`src/rtl/pwr_mode_ctrl.sv`:
```
module pwr_mode_ctrl (
  input  logic       clk,
  input  logic       rst_n,
  input  logic       req_we,
  input  logic [1:0] req_mode,
  input  logic       sleep_refresh_en,
  input  logic       suspend_in,
  input  logic       pci_mem_hit,
  input  logic       cpu_bus_req,
  input  logic       access_done,
  input  logic       pll_locked,
  output logic [2:0] state_out,
  output logic [1:0] req_mode_q,
  output logic       en_core,
  output logic       en_pci_dec,
  output logic       en_refresh,
  output logic       en_busreq_mon,
  output logic       en_clk
);
  typedef enum logic [2:0] {
    S_FULL = 3'd0, S_DOZE = 3'd1, S_NAP = 3'd2, S_SLEEP = 3'd3,
    S_SUSP = 3'd4, S_WTMP = 3'd5, S_WPEND = 3'd6
  } st_t;

  st_t  st, nxt;
  logic ret_nap, nret_nap, proc_wake, nproc_wake, clr;

  always_comb begin
    nxt = st; nret_nap = ret_nap; nproc_wake = proc_wake; clr = 1'b0;
    case (st)
      S_FULL:
        if (suspend_in) nxt = S_SUSP;
        else case (req_mode_q)
          2'd1: nxt = S_DOZE;
          2'd2: if (pll_locked) nxt = S_NAP;
          2'd3: nxt = S_SLEEP;
          default: nxt = S_FULL;
        endcase
      S_DOZE:
        if (suspend_in) nxt = S_SUSP;
        else if (pci_mem_hit || cpu_bus_req) begin
          nxt = S_WTMP; nret_nap = 1'b0; nproc_wake = 1'b0;
        end
      S_NAP:
        if (suspend_in) nxt = S_SUSP;
        else if (!pll_locked) nxt = S_WPEND;
        else if (cpu_bus_req || pci_mem_hit) begin
          nxt = S_WTMP; nret_nap = 1'b1; nproc_wake = cpu_bus_req;
        end
      S_SLEEP:
        if (suspend_in) nxt = S_SUSP;
        else if (cpu_bus_req) nxt = S_WPEND;
      S_SUSP:
        if (!suspend_in) nxt = S_WPEND;
      S_WPEND:
        if (pll_locked) begin nxt = S_FULL; clr = 1'b1; end
      S_WTMP:
        if (access_done) begin
          if (proc_wake) begin nxt = S_FULL; clr = 1'b1; end
          else nxt = ret_nap ? S_NAP : S_DOZE;
        end
      default: nxt = S_FULL;
    endcase
  end

  always_ff @(posedge clk or negedge rst_n) begin
    if (!rst_n) begin
      st <= S_FULL; ret_nap <= 1'b0; proc_wake <= 1'b0; req_mode_q <= 2'd0;
    end else begin
      st <= nxt; ret_nap <= nret_nap; proc_wake <= nproc_wake;
      if (clr) req_mode_q <= 2'd0;
      else if (req_we) req_mode_q <= req_mode;
    end
  end

  wire awake = (st == S_FULL) || (st == S_WTMP);
  wire light = (st == S_DOZE) || (st == S_NAP);

  assign state_out     = st;
  assign en_core       = awake;
  assign en_clk        = awake;
  assign en_pci_dec    = awake || light;
  assign en_busreq_mon = awake || light;
  assign en_refresh    = awake || light || sleep_refresh_en;
endmodule

```
`config.mk`:
```
export PLATFORM = sky130hd
export DESIGN_NAME = pwr_mode_ctrl
export DESIGN_NICKNAME = d
export VERILOG_FILES = /design/src/rtl/pwr_mode_ctrl.sv
export SDC_FILE = /design/constraint.sdc
export NUM_CORES = 1
export LEC_CHECK = 0
export CORE_UTILIZATION = 30
export CTS_BUF_LIST = sky130_fd_sc_hd__clkbuf_4
export DETAILED_ROUTE_END_ITERATION = 12
export DONT_BUFFER_PORTS = 1
export GPL_TIMING_DRIVEN = 0
export HOLD_SLACK_MARGIN = 0.15
export PLACE_DENSITY = 0.52
export SLEW_MARGIN = 20
export SYNTH_ARGS = -nofsm -noshare
export SYNTH_HDL_FRONTEND = slang
export SYNTH_SLANG_ARGS = --single-unit
```
`constraint.sdc`:
```
create_clock -name clk -period 3.21 [get_ports clk]
set_input_delay 0.1605 -clock clk [delete_from_list [all_inputs] [get_ports clk]]
set_output_delay 0.1605 -clock clk [all_outputs]
set_load 0.02 [all_outputs]
```
==> metrics.yaml, run 1 <==
status:
  status: "complete, no violations"
synthesis:
  postSynthCellCount: 67
  synth_async_sr_flop_share_pct: 100
  netlist_area_sq_um: 607
  synth-main-ff-cell: "dfrtp_1"
  synthesis.nets: 78
  synth_edf_count: 0
  synth_seq_area_share_pct: 28.9
  yosys_register_bits: 7
  ys.warnings.count: 0
  avgSynthCellArea_sq_um: 9.06
  ys_types: 37
sta:
  tightestPinTransition_ns: 0.564
  finalCritPeriodShare_pct: 66.2
  finalWorstSetupSlack_ns: 1.09
  max_freq_ghz: 0.471
  slew_headroom_pct: 61.3
  rsz0062_at_grt: "no"
  timing.final.crit_period_ns: 2.12
  fin_worst_skew_ns: 0.00316
  fin_hold_ws_ns: 0.162
  slew_viol_final: 0
  setup_viol: 0
  setup_tns_ns: 0
  finalHoldViolCount: 0
worst_setup_path:
  start_kind: "flip-flop"
  rr_endpoint: "req_mode_q[1]$_DFFE_PN0P_"
  r2r_setup_slack_ns: 1.70
  crit_path_cell_trace: "buf_2 > buf_4 > mux2i_1 > or2_2"
  end_kind: "primary output"
  critical_path.max_fanout: 10
  cp_num_buf_inv: 2
  critPathArrivalTime_ns: 1.96
  reg2reg_from: "state_out[0]$_DFFE_PN0P_"
  crit_path_top_delay_cell: "mux2i_1"
  reg2reg_depth: 5
  cpLargestDelayFamily: "multiplexers"
  cp.depth: 4
  cp_data_required_time_ns: 3.05
  startpoint: "state_out[0]$_DFFE_PN0P_"
  critPathMaxStageDelay_ns: 0.52
  path_class: "reg -> out"
  crit_end: "en_refresh"
power_and_ir_drop:
  p_clk_share_pct: 13.0
  p_sw_mw: 0.331
  switching_share_pct: 48.6
  pwr-share-comb_pct: 59.1
  max-vdd-ir-drop_v: 0.000544
  p_leak_nw: 0.291
  power_frac_seq_pct: 27.9
  p_int_mw: 0.350
  power_density_nw_per_um2: 948
job:
  cap_violations: 0
clock_network:
  post_cts_buffers: 0
  clkLatencyLatePin_ns: 0.25
  numCtsBuffers: 3
  cts_tree: "yes"
  ctsHoldBuffers: 5
  root_buffer: "clkbuf_4"
  cts_sinks: 7
  cts_resized: 0
  htree_levels: 1
  path_clk_slew_ns: 0.05
  cts.path.max_buffers: 2
die:
  die_h_um: 47.0
  std_cell_rows: 15
  die_w_um: 47.0
  core_region_area_sq_um: 1800
  start_util_pct: 33.7
  ios: 21
  die-area_sq_um: 2210
route:
  drtIter0Drc: 32
  drc_errors: 0
  vias: 572
  firstDrtPassIters: 4
  drtAntennaViolNets: 0
  post_drt_wl_per_cell_um: 14.3
  routed_wl_um: 1450
  via_per_inst: 5.66
global_routing:
  grt_antenna_before_repair: 0
  grt_pass1_vias: 519
  grt_max_degree: 11
  grt_pass1_wl_um: 2320
  gr-total-overflow: 0
  track_usage_pct: 14.9
layout:
  n_fill_cell: 200
  area_growth_pct: 18.4
  drive_gt1_share_pct: 23.7
  n_antenna_cell: 0
  layout.nets: 88
worst_hold_path:
  hold_path_depth: 2
  holdCritPathClass: "in -> reg"
placed_design:
  gp_congestion: 0.824
  port_buffers: 0
  dp_hpwl_um: 1060
  pre_cts_ws_ns: 1.34
-- metal layers --
layer,vias up,track usage [%],part of all wire [%]
li1,271,-,-
met1,266,18.5,40
met2,33,24.2,50
met3,2,4.62,8.6
met4,0,5.71,0.90
met5,-,0,0
-- cells by family (layout without fill, tap and decap cells) --
kind of cell / Yosys count / count (layout) / share of synthesized area (%)
AO/OA/AOI/OAI: 19 / 19 / 23.9
XOR/XNOR: 1 / 1 / 1.44
buffers and inverters: 12 / 21 / 11.8
flip-flops: 7 / 7 / 28.9
multiplexers: 3 / 3 / 4.95
AND/OR/NAND/NOR: 25 / 25 / 29.1
-- state kept, by name, summed over array words and instances (netlist names) --
name,flops
req_mode_q,2
ret_nap,1
state_out,3
proc_wake,1
-- cells in the final DEF (no fill, tap or decap), types with 2 or more instances in the layout --
| cell | synthesis | layout |
|---|---|---|
| buf_4 | 4 | 4 |
| a31oi_1 | 3 | 3 |
| dfrtp_1 | 7 | 7 |
| dlygate4sd3_1 | 0 | 5 |
| or2_2 | 2 | 2 |
| clkbuf_4 | 0 | 4 |
| nor3_1 | 2 | 2 |
| o31ai_1 | 2 | 2 |
| nand2b_1 | 2 | 2 |
| mux2i_1 | 3 | 3 |
| inv_1 | 3 | 3 |
| nor3b_1 | 5 | 5 |
| buf_2 | 3 | 3 |
| nor2_1 | 6 | 6 |
-- worst reg2reg max path, cell delays in order (launching register included) --
cell and delay [ns]:
dfrtp_1 0.45, buf_2 0.26, buf_4 0.21, nand4b_1 0.12, a21boi_0 0.27, nor2_1 0.09
-- how the worst min path moves through the flow --
stage | start | slack [ns] | endpoint
after floorplan | rst_n | -0.14 | proc_wake$_DFFE_PN0P_
after global placement | rst_n | -0.13 | state_out[2]$_DFFE_PN0P_
after detailed placement | rst_n | -0.13 | req_mode_q[1]$_DFFE_PN0P_
after CTS | cpu_bus_req | 0.15 | proc_wake$_DFFE_PN0P_
after global routing | cpu_bus_req | 0.15 | proc_wake$_DFFE_PN0P_
final | cpu_bus_req | 0.16 | proc_wake$_DFFE_PN0P_
-- per-stage QoR --
stage | cells | power (mW) | utilization (%) | area (sq um)
6_report | 101 | 0.681 | 39.9 | 718
5_1_grt | 101 | 0.726 | 39.9 | 718
4_1_cts | 101 | 0.680 | 39.9 | 718
3_5_place_dp | 92 | 0.580 | 35.4 | 638
3_3_place_gp | 92 | 0.585 | 35.4 | 638
2_1_floorplan | 67 | 0.517 | - | 607
-- area by class of cell --
cell class	count	area [sq um]	share of cell area, %
timing repair buffer	5	50.0	6.97
clock buffer	4	30.0	4.18
inverter	3	11.3	1.57
sequential	7	175	24.4
tap	25	31.3	4.36
buffer	9	60.1	8.36
multi-input combinational	48	360	50.2
-- power groups by stage --
stage / sequential (mW) / combinational (mW) / clock, mW
floorplan: 0.180 / 0.337 / 0
global placement: 0.194 / 0.391 / 0
detailed placement: 0.192 / 0.388 / 0
CTS: 0.191 / 0.400 / 0.0895
global route: 0.196 / 0.435 / 0.0952
finish: 0.190 / 0.403 / 0.0884
-- cell usage after synthesis, drive strengths merged, types with 2 or more instances --
master	number	area, sq um
nor3	2	10.0
dfrtp	7	175
mux2i	3	30.0
inv	3	11.3
buf	8	56.3
or2	2	12.5
a31oi	3	18.8
o21ai	2	10.0
o31ai	2	15.0
nor2	6	22.5
nor3b	5	37.5
nand2b	3	26.3
No activity file was read; power rests on OpenSTA's default activity.
==> run 2, diff against run 1 <==
- PLACE_DENSITY: 0.52 -> 0.53
- clock period: 3.21 -> 1.7 ns (I/O delays scaled with it)
==> metrics.yaml, run 2 (synthesis gave the netlist of run 1 again) <==
status:
  status: "complete, no violations"
sta:
  setup_viol: 0  # unchanged
  max_freq_ghz: 0.619
  timing.final.crit_period_ns: 1.61
  finalCritPeriodShare_pct: 95.0
  rsz0062_at_grt: "no"
  fin_worst_skew_ns: 0.00324  # +0.0000776 ns
  finalHoldViolCount: 0  # unchanged
  slew_viol_final: 0  # unchanged
  tightestPinTransition_ns: 0.379  # -0.184 ns
  fin_hold_ws_ns: 0.154  # -0.00830 ns
  slew_headroom_pct: 74.7  # +13 points
power_and_ir_drop:
  max-vdd-ir-drop_v: 0.000825  # +52%
  p_total_mw: 1.44  # +110%
  p_leak_nw: 0.309  # +6.3%
  power_density_nw_per_um2: 1820  # +92%
die:
  die_h_um: 47.0  # unchanged
  die-area_sq_um: 2210  # unchanged
  start_util_pct: 33.7  # unchanged
  std_cell_rows: 15  # unchanged
  ios: 21  # unchanged
  die_w_um: 47.0  # unchanged
  core_region_area_sq_um: 1800  # unchanged
global_routing:
  track_usage_pct: 17.8  # +2.9 points
  grt_pass1_wl_um: 2700  # +16%
  grt_pass1_vias: 616  # +19%
  grt_max_degree: 11  # unchanged
  grt_antenna_before_repair: 0  # unchanged
  gr-total-overflow: 0  # unchanged
worst_hold_path:
  holdCritPathClass: "in -> reg"
clock_network:
  numCtsBuffers: 3  # unchanged
  path_clk_slew_ns: 0.05  # about the same
  cts_tree: "yes"
  root_buffer: "clkbuf_4"
  clkLatencyLatePin_ns: 0.25  # about the same
  cts_sinks: 7  # unchanged
  cts.path.max_buffers: 2  # unchanged
  htree_levels: 1  # unchanged
worst_setup_path:
  crit_path_cell_trace: "buf_6 > buf_4 > xor2_1 > nor2_4 > buf_6"
  end_kind: "primary output"
  cpLargestDelayFamily: "buffers and inverters"
  path_class: "reg -> out"
  critPathMaxStageDelay_ns: 0.45  # -0.07 ns
  critical_path.max_fanout: 10  # unchanged
  cp_num_buf_inv: 3  # +1
  crit_top_cell: "buf_6"
  crit_path_top_delay_cell: "dfrtp_2"
  critPathArrivalTime_ns: 1.53  # -0.43 ns
  start_kind: "flip-flop"
  cp_data_required_time_ns: 1.62  # -1.43 ns
layout:
  largest_reg_flops: 3  # unchanged
  drive_gt1_share_pct: 30.0  # +6.3 points
  layout.nets: 92  # +4.5%
  mostFrequentLayoutCells: "dlygate4sd3_1, clkbuf_4, nor2_1, nor3b_1"
  n_antenna_cell: 0  # unchanged
  area_growth_pct: 30.9
  final_common_cell: "dlygate4sd3_1"
  n_fill_cell: 200  # unchanged
route:
  drtAntennaViolNets: 0  # unchanged
  firstDrtPassIters: 4  # unchanged
  post_drt_wl_per_cell_um: 16.3  # +13%
  drtIter0Drc: 7  # -78%
  via_per_inst: 5.75  # +1.6%
  routed_wl_um: 1710  # +18%
  drc_errors: 0  # unchanged
  vias: 604  # +5.6%
placed_design:
  port_buffers: 0  # unchanged
  gp_congestion: 0.815  # -1.1%
  dp_hpwl_um: 1130  # +6.9%
job:
  cap_violations: 0  # unchanged
==> run 2: cell types whose count changed in the layout (fill, tap and decap cells not counted), sizes merged <==
| cell | change |
|---|---|
| clkbuf | +1 |
| dlygate4sd3 | +3 |
==> run 2: timing repair <==
item / CTS / global route
hold buffers: 8 / 0
resized for setup: 9 / 3
hold endpoints to repair: 11 / 0
endpoints found under the setup margin: 4 / 2
buffers inserted: 1 / 0
pin swaps: 1 / 0
==> run 2: worst min-delay path, delay by kind of cell <==
| family | cells | cell delay, ns |
|---|---|---|
| and+or+nand+nor | 2 | 0.16 |
| AOI/OAI and AO/OA | 1 | 0.12 |
==> run 2: cell type report <==
cell class / count / area, sq um / area share [%]
clock buffers: 4 / 30.0 / 3.78
inverters: 3 / 11.3 / 1.42
repair buffers: 9 / 87.6 / 11.0
multi-input cells: 48 / 383 / 48.2
well taps: 25 / 31.3 / 3.94
plain buffers: 9 / 72.6 / 9.13
flip-flops and latches: 7 / 179 / 22.5
==> run 2: final timing paths <==
check                                         start                        end  slack, ns  cells after the start
min in group asynchronous                     rst_n        ret_nap$_DFFE_PN0P_       0.16                      1
min reg2reg                     ret_nap$_DFFE_PN0P_        ret_nap$_DFFE_PN0P_       0.62                      2
max reg2reg                state_out[0]$_DFFE_PN0P_   state_out[2]$_DFFE_PN0P_       0.12                      5
min                                     access_done  req_mode_q[0]$_DFFE_PN0P_       0.15                      3
max in group asynchronous                     rst_n   state_out[2]$_DFFE_PN0P_       1.28                      1
max                        state_out[0]$_DFFE_PN0P_                    en_core       0.09                      5
==> run 2: routing by layer <==
metal / routed length [um] / GRT usage, % / vias up / part of all wire, %
li1: - / - / 277 / -
met1: 691 / 19.8 / 301 / 40
met2: 874 / 30.6 / 24 / 51
met3: 114 / 8.46 / 2 / 6.7
met4: 26 / 4.57 / 0 / 1.5
met5: 0 / 0 / - / 0
==> run 2: stage by stage <==
| step | std cells | area, sq um | utilization (%) | worst slack, ns | TNS (ns) |
|---|---|---|---|---|---|
| 2_1_floorplan | 67 | 607 | - | 0.0442 | 0 |
| 3_3_place_gp | 92 | 638 | 35.4 | -0.0802 | -0.130 |
| 3_5_place_dp | 92 | 638 | 35.4 | -0.0781 | -0.126 |
| 4_1_cts | 105 | 785 | 43.5 | 0.00535 | 0 |
| 5_1_grt | 105 | 795 | 44.1 | 0.0213 | 0 |
| 6_report | 105 | 795 | 44.1 | 0.0857 | 0 |
==> run 2: power by group <==
group	switching (mW)	total [mW]	internal [mW]
sequential	0.136	0.372	0.236
combinational	0.490	0.903	0.413
clock	0.0625	0.168	0.106
